### src/rtl/adcf_pkg.sv
package adcf_pkg;
  localparam int SMP_W   = 12;
  localparam int CHAN_W  = 4;
  localparam int RATIO_W = 3;
  localparam int OUT_W   = 16;
  localparam int LOG_W   = 4;

  typedef struct packed {
    logic [CHAN_W-1:0]  chan;
    logic [RATIO_W-1:0] ratio;
    logic               wide16;
    logic               avg_mode;
    logic               filt_on;
  } adcf_cfg_t;

  localparam int CFG_W = $bits(adcf_cfg_t);

  // log2 of the burst length selected by mode and ratio code
  function automatic logic [LOG_W-1:0] burst_log2(input adcf_cfg_t c);
    logic [LOG_W-1:0] pair;
    pair = {1'b0, c.ratio[1:0], 1'b0};
    if (c.avg_mode)
      burst_log2 = LOG_W'(c.ratio) + LOG_W'(1);
    else if (c.ratio[2])
      burst_log2 = pair + LOG_W'(1);
    else
      burst_log2 = pair + LOG_W'(2);
  endfunction

  // right shift applied to the sum in oversampling mode
  function automatic logic [LOG_W-1:0] os_shift(input adcf_cfg_t c);
    if (c.ratio[2])
      os_shift = LOG_W'(c.ratio[1:0]);
    else
      os_shift = LOG_W'(c.ratio[1:0]) + LOG_W'(1);
  endfunction
endpackage

### src/rtl/adcf_cfg_reg.sv
module adcf_cfg_reg
  import adcf_pkg::*;
(
  input  logic             clk,
  input  logic             rst,
  input  logic             glb_en,
  input  logic             wr_en,
  input  logic [CFG_W-1:0] wr_data,
  output adcf_cfg_t        cfg,
  output logic             wr_take,
  output logic             wr_err
);
  adcf_cfg_t cfg_q;

  assign wr_take = wr_en && !glb_en;
  assign cfg     = cfg_q;

  always_ff @(posedge clk) begin
    if (rst) begin
      cfg_q  <= '0;
      wr_err <= 1'b0;
    end else begin
      wr_err <= wr_en && glb_en;
      if (wr_take)
        cfg_q <= adcf_cfg_t'(wr_data);
    end
  end

  AST_ERR_NEEDS_LOCKED_WRITE: assert property (@(posedge clk) disable iff (rst)
    wr_err |-> ($past(wr_en) && $past(glb_en)));

  AST_CFG_FROZEN: assert property (@(posedge clk) disable iff (rst)
    ($past(!rst) && (!$past(wr_en) || $past(glb_en))) |-> $stable(cfg_q));

  AST_ERR_PULSE: assert property (@(posedge clk) disable iff (rst)
    (wr_err && !(wr_en && glb_en)) |=> !wr_err);
endmodule

### src/rtl/adcf_accum.sv
module adcf_accum
  import adcf_pkg::*;
#(
  parameter int ACC_W = 20,
  parameter int CNT_W = 9
) (
  input  logic              clk,
  input  logic              rst,
  input  adcf_cfg_t         cfg,
  input  logic              restart,
  input  logic              smp_valid,
  input  logic [SMP_W-1:0]  smp_data,
  input  logic [CHAN_W-1:0] smp_chan,
  output logic              last_hit,
  output logic [ACC_W-1:0]  total
);
  localparam logic [ACC_W-1:0] FULL_SCALE = ACC_W'((1 << SMP_W) - 1);

  logic [ACC_W-1:0] acc_q;
  logic [CNT_W-1:0] cnt_q;
  logic [CNT_W-1:0] cnt_lim;
  logic             take;

  assign cnt_lim  = (CNT_W'(1) << burst_log2(cfg)) - CNT_W'(1);
  assign take     = smp_valid && cfg.filt_on && !restart && (smp_chan == cfg.chan);
  assign total    = acc_q + ACC_W'(smp_data);
  assign last_hit = take && (cnt_q == cnt_lim);

  always_ff @(posedge clk) begin
    if (rst || restart || !cfg.filt_on) begin
      acc_q <= '0;
      cnt_q <= '0;
    end else if (take) begin
      if (last_hit) begin
        acc_q <= '0;
        cnt_q <= '0;
      end else begin
        acc_q <= total;
        cnt_q <= cnt_q + CNT_W'(1);
      end
    end
  end

  AST_CNT_BELOW_LIMIT: assert property (@(posedge clk) disable iff (rst)
    cnt_q <= cnt_lim);

  AST_NO_OVERFLOW: assert property (@(posedge clk) disable iff (rst)
    acc_q <= ACC_W'(cnt_q) * FULL_SCALE);

  AST_OFF_CLEARS: assert property (@(posedge clk) disable iff (rst)
    (!cfg.filt_on || restart) |=> (cnt_q == '0 && acc_q == '0));
endmodule

### src/rtl/adcf_format.sv
module adcf_format
  import adcf_pkg::*;
#(
  parameter int ACC_W = 20
) (
  input  logic             clk,
  input  logic             rst,
  input  adcf_cfg_t        cfg,
  input  logic             frac_sel,
  input  logic             last_hit,
  input  logic [ACC_W-1:0] total,
  output logic             res_valid,
  output logic [OUT_W-1:0] res_data
);
  localparam int FRAC_W = OUT_W - SMP_W;
  localparam int WIDE_W = ACC_W + FRAC_W;

  logic [ACC_W-1:0]  os_sum;
  logic [WIDE_W-1:0] avg_sum;
  logic [OUT_W-1:0]  word;

  always_comb begin
    os_sum  = total >> os_shift(cfg);
    avg_sum = {total, {FRAC_W{1'b0}}} >> burst_log2(cfg);
    if (cfg.avg_mode) begin
      word = avg_sum[OUT_W-1:0];
      if (!(frac_sel && cfg.wide16))
        word[FRAC_W-1:0] = '0;
    end else begin
      word = os_sum[OUT_W-1:0];
    end
  end

  always_ff @(posedge clk) begin
    if (rst) begin
      res_valid <= 1'b0;
      res_data  <= '0;
    end else begin
      res_valid <= last_hit;
      if (last_hit)
        res_data <= word;
    end
  end

  AST_ONE_CYCLE_VALID: assert property (@(posedge clk) disable iff (rst)
    res_valid |=> !res_valid);

  AST_DATA_HELD: assert property (@(posedge clk) disable iff (rst)
    !res_valid |-> $stable(res_data));
endmodule

### src/rtl/adc_burst_filter.sv
module adc_burst_filter
  import adcf_pkg::*;
#(
  parameter int ACC_W = 20,
  parameter int CNT_W = 9
) (
  input  logic              clk,
  input  logic              rst,
  input  logic              glb_en,
  input  logic              wr_en,
  input  logic [CFG_W-1:0]  wr_data,
  input  logic              frac_sel,
  input  logic              smp_valid,
  input  logic [SMP_W-1:0]  smp_data,
  input  logic [CHAN_W-1:0] smp_chan,
  output logic              res_valid,
  output logic [OUT_W-1:0]  res_data,
  output logic              wr_err
);
  adcf_cfg_t        cfg;
  logic             wr_take;
  logic             last_hit;
  logic [ACC_W-1:0] total;

  adcf_cfg_reg u_cfg (
    .clk     (clk),
    .rst     (rst),
    .glb_en  (glb_en),
    .wr_en   (wr_en),
    .wr_data (wr_data),
    .cfg     (cfg),
    .wr_take (wr_take),
    .wr_err  (wr_err)
  );

  adcf_accum #(.ACC_W(ACC_W), .CNT_W(CNT_W)) u_acc (
    .clk       (clk),
    .rst       (rst),
    .cfg       (cfg),
    .restart   (wr_take),
    .smp_valid (smp_valid),
    .smp_data  (smp_data),
    .smp_chan  (smp_chan),
    .last_hit  (last_hit),
    .total     (total)
  );

  adcf_format #(.ACC_W(ACC_W)) u_fmt (
    .clk       (clk),
    .rst       (rst),
    .cfg       (cfg),
    .frac_sel  (frac_sel),
    .last_hit  (last_hit),
    .total     (total),
    .res_valid (res_valid),
    .res_data  (res_data)
  );
endmodule

### config.mk
export PLATFORM = sky130hd
export DESIGN_NAME = adc_burst_filter
export DESIGN_NICKNAME = d
export VERILOG_FILES = /design/src/rtl/adcf_pkg.sv /design/src/rtl/adcf_cfg_reg.sv /design/src/rtl/adcf_accum.sv /design/src/rtl/adcf_format.sv /design/src/rtl/adc_burst_filter.sv
export SDC_FILE = /design/constraint.sdc
export NUM_CORES = 1
export LEC_CHECK = 0
export ABC_AREA = 1
export BUFFER_PORTS_ARGS = -buffer_cell sky130_fd_sc_hd__buf_2
export CAP_MARGIN = 40
export CORE_ASPECT_RATIO = 1.1
export CORE_MARGIN = 2
export CORE_UTILIZATION = 50
export DETAILED_ROUTE_END_ITERATION = 7
export GPL_TIMING_DRIVEN = 0
export MAX_ROUTING_LAYER = met4
export PLACE_DENSITY = 0.69
export SLEW_MARGIN = 40
export SYNTH_ARGS = -nofsm -noshare
export SYNTH_HDL_FRONTEND = slang
export SYNTH_SLANG_ARGS = --single-unit
### constraint.sdc
create_clock -name clk -period 5 [get_ports clk]
set_input_delay 0.5 -clock clk [delete_from_list [all_inputs] [get_ports clk]]
set_output_delay 0.5 -clock clk [all_outputs]
set_load 0.005 [all_outputs]
==> qor.yml <==
setup_tns_ps: 0
cts_resized: 0
worstPathMaxFanout: 10
grt_remaining_overflow: 0
vias_per_cell: 5.65
p_leak_nw: 2.95
cts_tree: "built"
use_met3: 0.0513
antenna_found_initial: 0
initial_core_util: 0.517
timing.rr.end: "u_fmt.res_data[4]$_SDFFE_PP0P_"
cts-hold-fix-buffers: 0
synth_xor_area_frac: 0.0130
vias: 6581
fillers: 1157
r2r_cells: 17
synth-seq-cells: 57
fin_crit_ps: 4160
track_usage: 0.356
cts-root-buf: "clkbuf_16"
gr-usage-met2: 0.549
io_pins: 50
crit_chain: "ha_1, nand2_1, a21boi_1, clkbuf_1, clkbuf_1, nand3_1, ha_1, xor2_1, nand3_1, nor2_1, nand2_1, nor3_1, nand2_1, nor2_1, nand3_1, nor2_1, a21oi_1"
cts.sinks: 57
synth_cell_types: 43
synth_top_family_by_area: "simple AND/OR/NAND/NOR gates"
grt_pass1_wl_mm: 31.0
postCtsSetupRepairBufs: 0
seqCellArea_um2: 1140
grt_pass1_vias: 6056
maxCapViolCount: 0
placed_cell_area_um2: 5830
drt_iter0_drc: 711
place_inst: 1148
dpl.hpwl_mm: 15.5
syn_area_um2: 5400
crit_path_end_kind: "register"
ys.warnings.count: 0
multiInputGateArea_um2: 3710
cp.arrival_ps: 4390
fin_util: 0.587
cpPeakStageDelay_ps: 470
hold_viol: 0
place.port_buffers: 49
relSlewSlack: 0.523
worst-path-buf-inv: 2
drive_above_1_share: 0.101
htreeDepth: 3
diodes: 0
slew_viol_final: 0
die-area_um2: 11700
synth_edf_count: 0
clkTransAtPathRegs_ps: 60
whs_path_depth: 3
async_flop_share: 0
drc: 0
cp_slowest_cell: "clkbuf_1"
final-setup-viol-count: 0
die_w_um: 103
max_freq_mhz: 240
pre_cts_ws_ps: 909
rows: 39
grt_start_max_net_pins: 13
cp-start-kind: "register"
whs_ps: 391
worst_slew_pin_slew_ps: 713
die-height_um: 113
synthMuxAreaShare: 0.00371
timing.rr.start: "u_cfg.cfg[3]$_SDFFE_PP0P_"
fin_cells: 1164
hold_class: "in2reg"
synth_compound_area_frac: 0.129
drtPass1Iterations: 5
drtAntennaViolNets: 0
gp_congestion: 1.03
criticalPathCategory: "reg2reg"
yosysSeqAreaShare: 0.211
grtUsageMet1: 0.464
nets: 1065
clockBufferDepth: 2
synthSimpleGateAreaFrac: 0.500
synth_ff_type: "dfxtp_1"
status: "complete, no violations"
min_to: "u_cfg.cfg[0]$_SDFFE_PP0P_"
hp-start: "wr_data[0]"
wire_per_inst_um: 16.6
fin_area_um2: 6130
powerDensity_nw_per_um2: 257
syn_nets: 1005
clock_latency_ps: 340
top_usage_layer: "met2"
power_mw: 1.57
reg2reg_setup_slack_ps: 840
rsz0062_at_grt: "no"
fin_skew_ps: 8.44
finalWirelength_mm: 19.3
required_ps: 5230
cts_buffers: 9
syn_avg_cell_area_um2: 5.65
vdd.ir_drop.worst_mv: 0.225
syn_to_final_growth_pct: 13.5
coreArea_um2: 10400
layout_worst_path_cycle_share: 0.832
synth_cells: 956
fin_ws_ps: 841
synthAdderAreaFrac: 0.0408
critPathTopFamily: "simple AND/OR/NAND/NOR gates"
==> power by group <==
part | switching, mW | internal (mW)
Combinational | 0.323 | 0.141
Sequential | 0.00452 | 0.460
Clock | 0.255 | 0.390
Total | 0.582 | 0.991
==> sequential cells by signal, indices dropped and copies added (netlist names) <==
name / count
u_fmt.res_valid: 1
u_acc.acc_q: 20
u_cfg.wr_err: 1
u_acc.cnt_q: 9
u_cfg.cfg: 10
u_fmt.res_data: 16
==> metal layers <==
| metal | vias up | routed length, um |
|---|---|---|
| met4 | 0 | 812 |
| met5 | - | 0 |
| met2 | 291 | 8780 |
| met3 | 54 | 1310 |
| met1 | 2956 | 8430 |
| li1 | 3280 | - |
==> tightest hold or removal path, delay by kind of cell <==
kind,cells,cell delay [ps]
buffers and inverters,1,80
AND/OR/NAND/NOR,2,120
==> synth_stat cells, types with 2 or more instances <==
| cell | instances | area (um^2) |
|---|---|---|
| o21ai_1 | 11 | 55.1 |
| nand3b_1 | 3 | 22.5 |
| buf_2 | 3 | 15.0 |
| nand2_4 | 5 | 56.3 |
| nand2_1 | 298 | 1120 |
| nor2_2 | 4 | 25.0 |
| or2_2 | 4 | 25.0 |
| o21ai_0 | 44 | 220 |
| nand4_1 | 17 | 106 |
| o21ai_2 | 3 | 26.3 |
| xor2_1 | 6 | 52.6 |
| clkbuf_1 | 23 | 86.3 |
| nor3_1 | 9 | 45.0 |
| ha_1 | 16 | 200 |
| and3_1 | 2 | 12.5 |
| nand2_2 | 5 | 31.3 |
| nor2_1 | 68 | 255 |
| and2_1 | 3 | 18.8 |
| xnor2_1 | 2 | 17.5 |
| o22ai_1 | 3 | 18.8 |
| mux2i_1 | 2 | 20.0 |
| o211ai_1 | 7 | 52.6 |
| inv_1 | 96 | 360 |
| inv_2 | 3 | 11.3 |
| buf_1 | 2 | 7.51 |
| o21ai_4 | 2 | 32.5 |
| dfxtp_1 | 57 | 1140 |
| buf_6 | 2 | 22.5 |
| a21oi_1 | 55 | 275 |
| nand3_1 | 186 | 931 |
| clkinv_1 | 3 | 11.3 |
==> cell type report <==
class / instances / area share
Clock inverter: 7 / 0.0127
Clock buffer: 9 / 0.0367
Inverter: 104 / 0.0647
Multi-Input combinational cell: 763 / 0.605
Buffer: 32 / 0.0251
Tap cell: 143 / 0.0292
Sequential cell: 57 / 0.186
Timing Repair Buffer: 49 / 0.0400
==> how the worst max path moves through the flow <==
| stage | slack [ps] | cells past startpoint | startpoint | to |
|---|---|---|---|---|
| after floorplan | 1790 | 18 | u_cfg.cfg[3]$_SDFFE_PP0P_ | u_fmt.res_data[0]$_SDFFE_PP0P_ |
| after global placement | 870 | 17 | u_cfg.cfg[3]$_SDFFE_PP0P_ | u_fmt.res_data[4]$_SDFFE_PP0P_ |
| after detailed placement | 910 | 17 | u_cfg.cfg[3]$_SDFFE_PP0P_ | u_fmt.res_data[4]$_SDFFE_PP0P_ |
| after CTS | 900 | 17 | u_cfg.cfg[4]$_SDFFE_PP0P_ | u_fmt.res_data[4]$_SDFFE_PP0P_ |
| after global routing | 460 | 18 | u_cfg.cfg[3]$_SDFFE_PP0P_ | u_fmt.res_data[0]$_SDFFE_PP0P_ |
| final | 840 | 17 | u_cfg.cfg[3]$_SDFFE_PP0P_ | u_fmt.res_data[4]$_SDFFE_PP0P_ |
==> cells in the final DEF, fill, tap and decap left out, types with 5 or more instances in the layout <==
master     count
o21ai_1       11
xor2_1         6
inv_1         96
nand2_4        5
nand2_1      298
clkbuf_1      23
nor3_1         9
o21ai_0       44
nand2_2        5
clkbuf_16      9
o211ai_1       7
a21oi_1       55
dfxtp_1       57
buf_2         52
nand3_1      186
nor2_1        68
nand4_1       17
ha_1          16
==> logic make-up (layout without fill, tap and decap cells) <==
group / Yosys count / after routing
multiplexers: 2 / 2
flip-flops: 57 / 57
adder cells (fa/ha/maj): 17 / 17
buffers and inverters: 136 / 201
XOR/XNOR: 8 / 8
AND/OR/NAND/NOR: 609 / 609
AO/OA/AOI/OAI: 127 / 127
Note: power is estimated with default switching activity, not from simulation.
